File: src/rtl/hostkey_pkg.sv
package hostkey_pkg;

    parameter int unsigned BYTE_W = 8;

    typedef logic [BYTE_W-1:0] byte_t;

    localparam byte_t OP_SELFTEST   = 8'hAA;
    localparam byte_t OP_ENABLE     = 8'hAE;
    localparam byte_t OP_SETIND     = 8'hED;
    localparam byte_t SELFTEST_PASS = 8'h55;

    localparam int unsigned STAT_FULL_BIT = 0;
    localparam int unsigned STAT_PEND_BIT = 1;

    typedef enum logic [1:0] {
        CMD_OTHER,
        CMD_SELFTEST,
        CMD_ENABLE,
        CMD_SETIND
    } cmd_e;

    typedef struct packed {
        logic cmd_wr;
        logic data_wr;
        logic data_rd;
        cmd_e cmd;
    } host_req_t;

    function automatic cmd_e classify_cmd(input byte_t b);
        case (b)
            OP_SELFTEST: return CMD_SELFTEST;
            OP_ENABLE:   return CMD_ENABLE;
            OP_SETIND:   return CMD_SETIND;
            default:     return CMD_OTHER;
        endcase
    endfunction

    function automatic byte_t pack_status(input logic full, input logic pend);
        byte_t s;
        s = '0;
        s[STAT_FULL_BIT] = full;
        s[STAT_PEND_BIT] = pend;
        return s;
    endfunction

endpackage

File: src/rtl/hostkey_decode.sv
module hostkey_decode
    import hostkey_pkg::*;
#(
    parameter int unsigned         ADDR_W    = 8,
    parameter logic [ADDR_W-1:0]   DATA_PORT = 'h60,
    parameter logic [ADDR_W-1:0]   CTRL_PORT = 'h64
) (
    input  logic [ADDR_W-1:0] addr_i,
    input  logic              wr_i,
    input  logic              rd_i,
    input  byte_t             wdata_i,
    output host_req_t         req_o
);

    logic hit_data;
    logic hit_ctrl;

    assign hit_data = (addr_i == DATA_PORT);
    assign hit_ctrl = (addr_i == CTRL_PORT);

    always_comb begin
        req_o         = '0;
        req_o.cmd_wr  = wr_i && hit_ctrl;
        req_o.data_wr = wr_i && hit_data;
        req_o.data_rd = rd_i && hit_data;
        req_o.cmd     = (wr_i && hit_ctrl) ? classify_cmd(wdata_i) : CMD_OTHER;
    end

endmodule

File: src/rtl/hostkey_ctl.sv
module hostkey_ctl
    import hostkey_pkg::*;
#(
    parameter int unsigned LED_N = 3
) (
    input  logic             clk_i,
    input  logic             rst_i,
    input  host_req_t        req_i,
    input  logic [LED_N-1:0] led_val_i,
    output logic             enabled_o,
    output logic             pend_o,
    output logic             selftest_o,
    output logic [LED_N-1:0] led_o
);

    logic             en_q;
    logic             pend_q;
    logic [LED_N-1:0] led_q;
    logic             led_load;
    logic             set_pend;

    assign led_load   = req_i.data_wr && pend_q;
    assign set_pend   = req_i.cmd_wr && (req_i.cmd == CMD_SETIND);
    assign selftest_o = req_i.cmd_wr && (req_i.cmd == CMD_SELFTEST);

    always_ff @(posedge clk_i) begin
        if (rst_i) begin
            en_q <= 1'b0;
        end else if (req_i.cmd_wr && req_i.cmd == CMD_ENABLE) begin
            en_q <= 1'b1;
        end
    end

    always_ff @(posedge clk_i) begin
        if (rst_i) begin
            pend_q <= 1'b0;
        end else if (set_pend) begin
            pend_q <= 1'b1;
        end else if (led_load) begin
            pend_q <= 1'b0;
        end
    end

    for (genvar i = 0; i < LED_N; i++) begin : g_led
        always_ff @(posedge clk_i) begin
            if (rst_i) begin
                led_q[i] <= 1'b0;
            end else if (led_load) begin
                led_q[i] <= led_val_i[i];
            end
        end
    end

    assign enabled_o = en_q;
    assign pend_o    = pend_q;
    assign led_o     = led_q;

    // indicators move only on a data write that consumes a pending parameter
    a_r8_led_hold: assert property (@(posedge clk_i) disable iff (rst_i)
        !(req_i.data_wr && pend_q) |=> $stable(led_q));

    // the consuming write clears the pending flag unless re-armed
    a_r8_pend_clear: assert property (@(posedge clk_i) disable iff (rst_i)
        (req_i.data_wr && pend_q && !set_pend) |=> !pend_q);

    // once enabled, the block stays enabled until reset
    a_r5_enable_sticky: assert property (@(posedge clk_i) disable iff (rst_i)
        en_q |=> en_q);

endmodule

File: src/rtl/hostkey_rxhold.sv
module hostkey_rxhold
    import hostkey_pkg::*;
(
    input  logic  clk_i,
    input  logic  rst_i,
    input  logic  enabled_i,
    input  logic  selftest_i,
    input  logic  take_i,
    input  logic  dev_valid_i,
    input  byte_t dev_byte_i,
    output logic  dev_ready_o,
    output logic  full_o,
    output byte_t held_o
);

    logic  full_q;
    byte_t held_q;
    logic  accept;

    assign dev_ready_o = !enabled_i || !full_q;
    assign accept      = dev_valid_i && dev_ready_o && enabled_i;

    always_ff @(posedge clk_i) begin
        if (rst_i) begin
            full_q <= 1'b0;
            held_q <= '0;
        end else if (selftest_i) begin
            full_q <= 1'b1;
            held_q <= SELFTEST_PASS;
        end else if (accept) begin
            full_q <= 1'b1;
            held_q <= dev_byte_i;
        end else if (take_i) begin
            full_q <= 1'b0;
        end
    end

    assign full_o = full_q;
    assign held_o = held_q;

    // an occupied register is never overwritten by the device stream
    a_r7_no_overwrite: assert property (@(posedge clk_i) disable iff (rst_i)
        (full_q && !take_i && !selftest_i) |=> (full_q && $stable(held_q)));

    // bytes handed over while disabled leave no trace
    a_r4_drop: assert property (@(posedge clk_i) disable iff (rst_i)
        (dev_valid_i && dev_ready_o && !enabled_i && !selftest_i && !take_i)
        |=> ($stable(held_q) && full_q == $past(full_q)));

    // a host read of a waiting byte empties the register
    a_r6_read_clears: assert property (@(posedge clk_i) disable iff (rst_i)
        (take_i && full_q && !selftest_i) |=> !full_q);

    // self-test leaves the pass code waiting
    a_r3_selftest: assert property (@(posedge clk_i) disable iff (rst_i)
        selftest_i |=> (full_q && held_q == SELFTEST_PASS));

endmodule

File: src/rtl/hostkey_port.sv
module hostkey_port
    import hostkey_pkg::*;
#(
    parameter int unsigned       ADDR_W    = 8,
    parameter logic [ADDR_W-1:0] DATA_PORT = 'h60,
    parameter logic [ADDR_W-1:0] CTRL_PORT = 'h64,
    parameter int unsigned       LED_N     = 3
) (
    input  logic              clk,
    input  logic              rst,
    input  logic [ADDR_W-1:0] host_addr,
    input  logic              host_wr,
    input  logic              host_rd,
    input  logic [7:0]        host_wdata,
    output logic [7:0]        host_rdata,
    input  logic              dev_valid,
    input  logic [7:0]        dev_byte,
    output logic              dev_ready,
    output logic [LED_N-1:0]  led_out,
    output logic              irq
);

    host_req_t req;
    logic      enabled;
    logic      pend;
    logic      selftest;
    logic      full;
    byte_t     held;

    hostkey_decode #(
        .ADDR_W    (ADDR_W),
        .DATA_PORT (DATA_PORT),
        .CTRL_PORT (CTRL_PORT)
    ) u_decode (
        .addr_i  (host_addr),
        .wr_i    (host_wr),
        .rd_i    (host_rd),
        .wdata_i (host_wdata),
        .req_o   (req)
    );

    hostkey_ctl #(
        .LED_N (LED_N)
    ) u_ctl (
        .clk_i      (clk),
        .rst_i      (rst),
        .req_i      (req),
        .led_val_i  (host_wdata[LED_N-1:0]),
        .enabled_o  (enabled),
        .pend_o     (pend),
        .selftest_o (selftest),
        .led_o      (led_out)
    );

    hostkey_rxhold u_rxhold (
        .clk_i       (clk),
        .rst_i       (rst),
        .enabled_i   (enabled),
        .selftest_i  (selftest),
        .take_i      (req.data_rd),
        .dev_valid_i (dev_valid),
        .dev_byte_i  (dev_byte),
        .dev_ready_o (dev_ready),
        .full_o      (full),
        .held_o      (held)
    );

    always_comb begin
        host_rdata = '0;
        if (host_addr == DATA_PORT) begin
            host_rdata = held;
        end else if (host_addr == CTRL_PORT) begin
            host_rdata = pack_status(full, pend);
        end
    end

    assign irq = full;

    // an interrupt that rises announces a byte the host has not yet read
    a_r9_irq_rise: assert property (@(posedge clk) disable iff (rst)
        $rose(irq) |-> $past(selftest || (dev_valid && enabled)));

endmodule

File: config.mk
export PLATFORM = sky130hd
export DESIGN_NAME = hostkey_port
export DESIGN_NICKNAME = d
export VERILOG_FILES = /design/src/rtl/hostkey_pkg.sv /design/src/rtl/hostkey_decode.sv /design/src/rtl/hostkey_ctl.sv /design/src/rtl/hostkey_rxhold.sv /design/src/rtl/hostkey_port.sv
export SDC_FILE = /design/constraint.sdc
export NUM_CORES = 1
export LEC_CHECK = 0
export BUFFER_PORTS_ARGS = -buffer_cell sky130_fd_sc_hd__buf_2
export CORE_MARGIN = 5
export CORE_UTILIZATION = 38
export DETAILED_ROUTE_END_ITERATION = 8
export GPL_TIMING_DRIVEN = 0
export PLACE_DENSITY = 0.79
export SLEW_MARGIN = 10
export SYNTH_ARGS = -nofsm -noshare
export SYNTH_HDL_FRONTEND = slang
export SYNTH_SLANG_ARGS = --single-unit
File: constraint.sdc
create_clock -name clk -period 1.3 [get_ports clk]
set_input_delay 0.195 -clock clk [delete_from_list [all_inputs] [get_ports clk]]
set_output_delay 0.195 -clock clk [all_outputs]
set_load 0.01 [all_outputs]
**Yosys cells after proc, flatten, opt, wreduce, memory -nomap -nowiden**

Index checks and enable logic that the tools add are counted.
W data, S select, Z words.

- Register bits after elaboration: 14
- Input port bits: 29
- Output and inout bits: 13
- Word-level logic and storage cells: 43

- Equality and inequality tests: 8
- Multiplexer cells: 11
- Reduce and logical (&&, ||, !) cells: 16

Operators by type and width:

| cell | number |
|---|---|
| $eq A8 B8 Y1 const B | 3 |
| $eq A8 B7 Y1 const B | 2 |
| $mux W7 | 2 |
| $logic_and A1 B1 Y1 | 9 |
| $mux W8 | 1 |
| $pmux W2 S3 | 1 |
| $mux W1 | 5 |
| $eq A2 B2 Y1 const B | 2 |
| $mux W2 | 2 |
| $reduce_bool A2 Y1 | 2 |
| $reduce_bool A3 Y1 | 1 |
| $eq A2 B1 Y1 const B | 1 |
| $logic_not A1 Y1 | 2 |
| $reduce_or A2 Y1 | 1 |
| $logic_or A1 B1 Y1 | 1 |

**Longest topological paths before layout**

- Depth in word-level cells: 6
- Gate-level depth with buffers: 5

**Hierarchy**

From an unflattened synthesis, not the netlist that was laid out.

- Cells, all modules: 99
- Area total of the unflattened synthesis: 844.6 sq um

Modules (own cells, without submodules):

| module | times used | cells each | area an instance (sq um) |
|---|---|---|---|
| hostkey_rxhold | 1 | 38 | 369.1 |
| hostkey_ctl | 1 | 22 | 200.2 |
| hostkey_port | 1 | 21 | 147.6 |
| hostkey_decode | 1 | 18 | 127.6 |

**Least setup slack after synthesis**

No wires, ideal clock.

- Path kind: input to register
- From: input host_addr[3]
- To: register u_rxhold.held_q[5] (netlist: u_rxhold.held_o[5])
- Arrival: 1117 ps
- Path slack: 51 ps
- Cell stages on the path: 4
- Path buffers: 0
- Cells stage by stage: or3_4 -> nor4_4 -> and2b_2 -> nor3_1

- Longest elaborated chain between the ends: 6

RTL lines:

| element | RTL line | source |
|---|---|---|
| from (decl) | hostkey_port.sv:11 | `input logic [ADDR_W-1:0] host_addr,` |
| $eq A8 B7 Y1 (*) | hostkey_decode.sv:19 | `assign hit_ctrl = (addr_i == CTRL_PORT);` |
| $logic_and A1 B1 Y1 (*) | hostkey_decode.sv:23, hostkey_decode.sv:26 |  |
| $mux W2 | hostkey_decode.sv:26 | `req_o.cmd = (wr_i && hit_ctrl) ? classify_cmd(wdata_i) : CMD_OTHER;` |
| $eq A2 B1 Y1 | hostkey_ctl.sv:24 | `assign selftest_o = req_i.cmd_wr && (req_i.cmd == CMD_SELFTEST);` |
| $logic_and A1 B1 Y1 (*) | hostkey_ctl.sv:24 |  |
| $reduce_or A2 Y1 (no line) (*) | - |  |
| to (signal assigned) | hostkey_rxhold.sv:32 | `held_q <= dev_byte_i;` |
| to (decl) | hostkey_rxhold.sv:17 | `byte_t held_q;` |

Every way passes the cells marked *; elsewhere a longest branch is shown, timed or not.
A chain may end at the register's enable or synchronous reset.

**Final worst setup path**

- From: input host_addr[0]
- To: output host_rdata[1]

- Longest elaborated chain between the ends: 3

RTL lines:

| element | RTL line | source |
|---|---|---|
| $eq A8 B7 Y1 | hostkey_port.sv:72 | `end else if (host_addr == CTRL_PORT) begin` |
| $mux W2 | hostkey_port.sv:72 |  |
| $mux W8 (*) | hostkey_port.sv:70 | `if (host_addr == DATA_PORT) begin` |
| to (decl) | hostkey_port.sv:15 | `output logic [7:0] host_rdata,` |

Marks and branches as above.

==> metrics <==
Layout Cells excl Fill 151; Worst-Margin Slew between 0.4 and 0.5 ns; drt wl/cell 13.3 µm; hold path depth 2; ratio of cells with drive above 1 in the final layout a little under half; CTS Buf Count 3; RSZ-0062 raised after global routing true; max-cap viol count 0; Syn Inst Count 77; Root Driver clkbuf_4; via count 776; Clock transition at path regs 0.08 ns; final hold slack approximately 0.12 ns; GRT overflow 0; drc violations 0; final core utilization approximately 56%; Flop pwr share about half; Worst EP arrival around 1.1 ns; core footprint 0.00192 mm²; drt first pass iters 4; final wirelength 2010 µm; vias in the first global route 743; Net Sw Frac 21.7%; CP endpoint kind output port; IO Count 42; Power per Cell Area between 700 and 800 mW/mm²; Slew headroom 70.9%; clk sinks 14; total track usage 14.7%; combinational power share a little under an eighth; # rows 16; largest net degree at the start of global routing 11; Final Instance Area approximately 0.0011 mm²; ant diodes 0; Die X 54.3 µm; initial antenna violation count 0; Synth Area per Inst 9.67 µm²; total net switching power 0.180 mW; endpoints failing hold 0; DRT antenna net count 0; Required @ worst endpoint 1.11 ns; clock buffer depth 2; critical path launch point type input port; Mapped Nets around 110; post-DP HPWL 1670 µm; Filler cells 182; first-pass GRT wire length 3160 µm; #FFs+latches synth 14; Worst path slowest cell or3_4; overall power roughly 0.83 mW; Tmin final 1.32 ns; Initial Utilization 38.7%; cell leakage power 0.577 nW; outcome complete, but fails checks; Skew-Pair Late Insertion Delay ~0.28 ns; maximum net fanout on the critical path 2; H-Tree Depth 1; hold crit path type input port to flop; Tcrit/Tclk final 102%; PortBufs 41; Clock Skews roughly 0.006 ns; Setup WS pre-CTS -0.331 ns; Total Die Area 0.00294 mm²; synth warn 0; Final setup viols 2; Area after DPL 983 µm²; fin. max-slew vios 0; sequential share of the synthesized area around 38%; violations in the final reports setup timing; IR drop worst, VDD 0.411 mV; DR vias/cell 5.14; kind of critical path input port to output port; Placer Congestion 0.810; setup TNS -0.0304 ns; Die H 54.3 µm; crit-path cells buf_6 -> or3_4 -> or2_4 -> nor2_2 -> buf_2; TritonCTS clock tree done; cell count after placement between 100 and 150; clock power share about 37%; internal power 0.651 mW; violation count after the first detailed-route iteration 16; R2R depth 4; fin nets approximately 150; Area Growth Syn to Fin 43.4%; Netlist cell types 27; Syn Std Cell Area 744 µm²; slack of the critical path -0.0208 ns; crit-path max cell delay 0.38 ns; Peak Freq approximately 0.76 GHz
## layout by cell type (no fill, tap or decap)
cell type	n
buf_2	39
dfxtp_1	14
mux2i_1	13
and3_1	6
a21oi_1	5
nor2_1	4
clkbuf_4	4
nor3_1	4
buf_4	3
nand2_1	3
nor4_4	2
nor2_2	2
nand4_1	2
nand3_1	2
nand3b_1	2
nand4b_1	2
buf_6	2
nor4bb_2	1
nand4bb_1	1
or3_4	1
or2_4	1
clkbuf_1	1
inv_1	1
and3b_1	1
a21o_1	1
and4_1	1
a32o_1	1
o2bb2ai_1	1
and2b_2	1
nand2b_1	1
a31oi_1	1
clkbuf_8	1
## flip-flops by register name (all words and copies together), names as in the netlist
signal           flops
u_ctl.enabled_o      1
u_ctl.led_o          3
u_ctl.pend_o         1
u_rxhold.full_o      1
u_rxhold.held_o      8
## cells by family after synthesis
| kind of cell | after synthesis | share of synthesized area [%] |
|---|---|---|
| and+or+nand+nor | 37 | 35.0 |
| DFF | 14 | 37.6 |
| muxes | 13 | 17.5 |
| AOI/OAI and AO/OA | 9 | 7.73 |
| buffers and inverters | 4 | 2.18 |
## final timing paths
check | end | slack, ns | startpoint
setup / recovery | host_rdata[1] | -0.02 | host_addr[0]
setup reg to reg | u_rxhold.held_o[4] | 0.14 | u_rxhold.full_o
hold reg to reg | u_ctl.enabled_o | 0.49 | u_ctl.enabled_o
hold / removal | u_rxhold.held_o[3] | 0.12 | rst
## area by class of cell
type	instances	area (µm²)	share of cell area [%]
multi-input cells	59	462	43.3
flip-flops and latches	14	280	26.3
repair buffers	43	233	21.8
clock buffers	4	36.3	3.40
well taps	27	33.8	3.17
plain buffers	3	18.8	1.76
inverters	1	3.75	0.352
## critical path: cells and delay by family
| family | cells | cell delay (ns) |
|---|---|---|
| buffers and inverters | 2 | 0.23 |
| AND/OR/NAND/NOR | 3 | 0.71 |
## repair_timing
item,CTS,global route
setup endpoints to repair,9,10
setup buffers,2,0
gates resized for setup,6,5
hold buffers,0,0
pin swaps,6,1
## synthesized netlist by cell type
cell	count	area share [%]
nand4_1	2	1.7
nand2b_1	1	0.84
and3b_1	1	1.2
o2bb2ai_1	1	1.2
buf_2	1	0.67
a31oi_1	1	0.84
nor4bb_1	1	1.3
nor3_1	4	2.7
or2_2	1	0.84
nand2_1	3	1.5
or3_4	1	1.5
and3_1	6	5.0
a21o_1	1	1.0
and4_1	1	1.2
nand4b_1	2	2.4
a21oi_1	5	3.4
nand4bb_1	1	1.5
mux2i_1	13	17
dfxtp_1	14	38
and2b_2	1	1.2
nor2_1	6	3.0
a32o_1	1	1.3
nand3b_1	2	2.0
nor4_4	2	5.7
nand3_1	2	1.3
inv_1	1	0.50
clkbuf_1	2	1.0
## power groups by stage
stage	combinational, mW	clock (mW)	sequential, mW
global route	0.107	0.326	0.428
detailed placement	0.0885	0	0.438
floorplan	0.0279	0	0.438
finish	0.0980	0.305	0.428
global placement	0.0851	0	0.438
CTS	0.0964	0.313	0.428
## per-layer routing
layer  vias to the layer above  GRT usage (%)  share of wire (%)
li1                        386              -                  -
met1                       350           16.9                 38
met2                        36           27.7                 52
met3                         4           1.09                8.6
met4                         0           6.22                1.6
met5                         -              0                  0
Power figures use the tool's default switching activity.
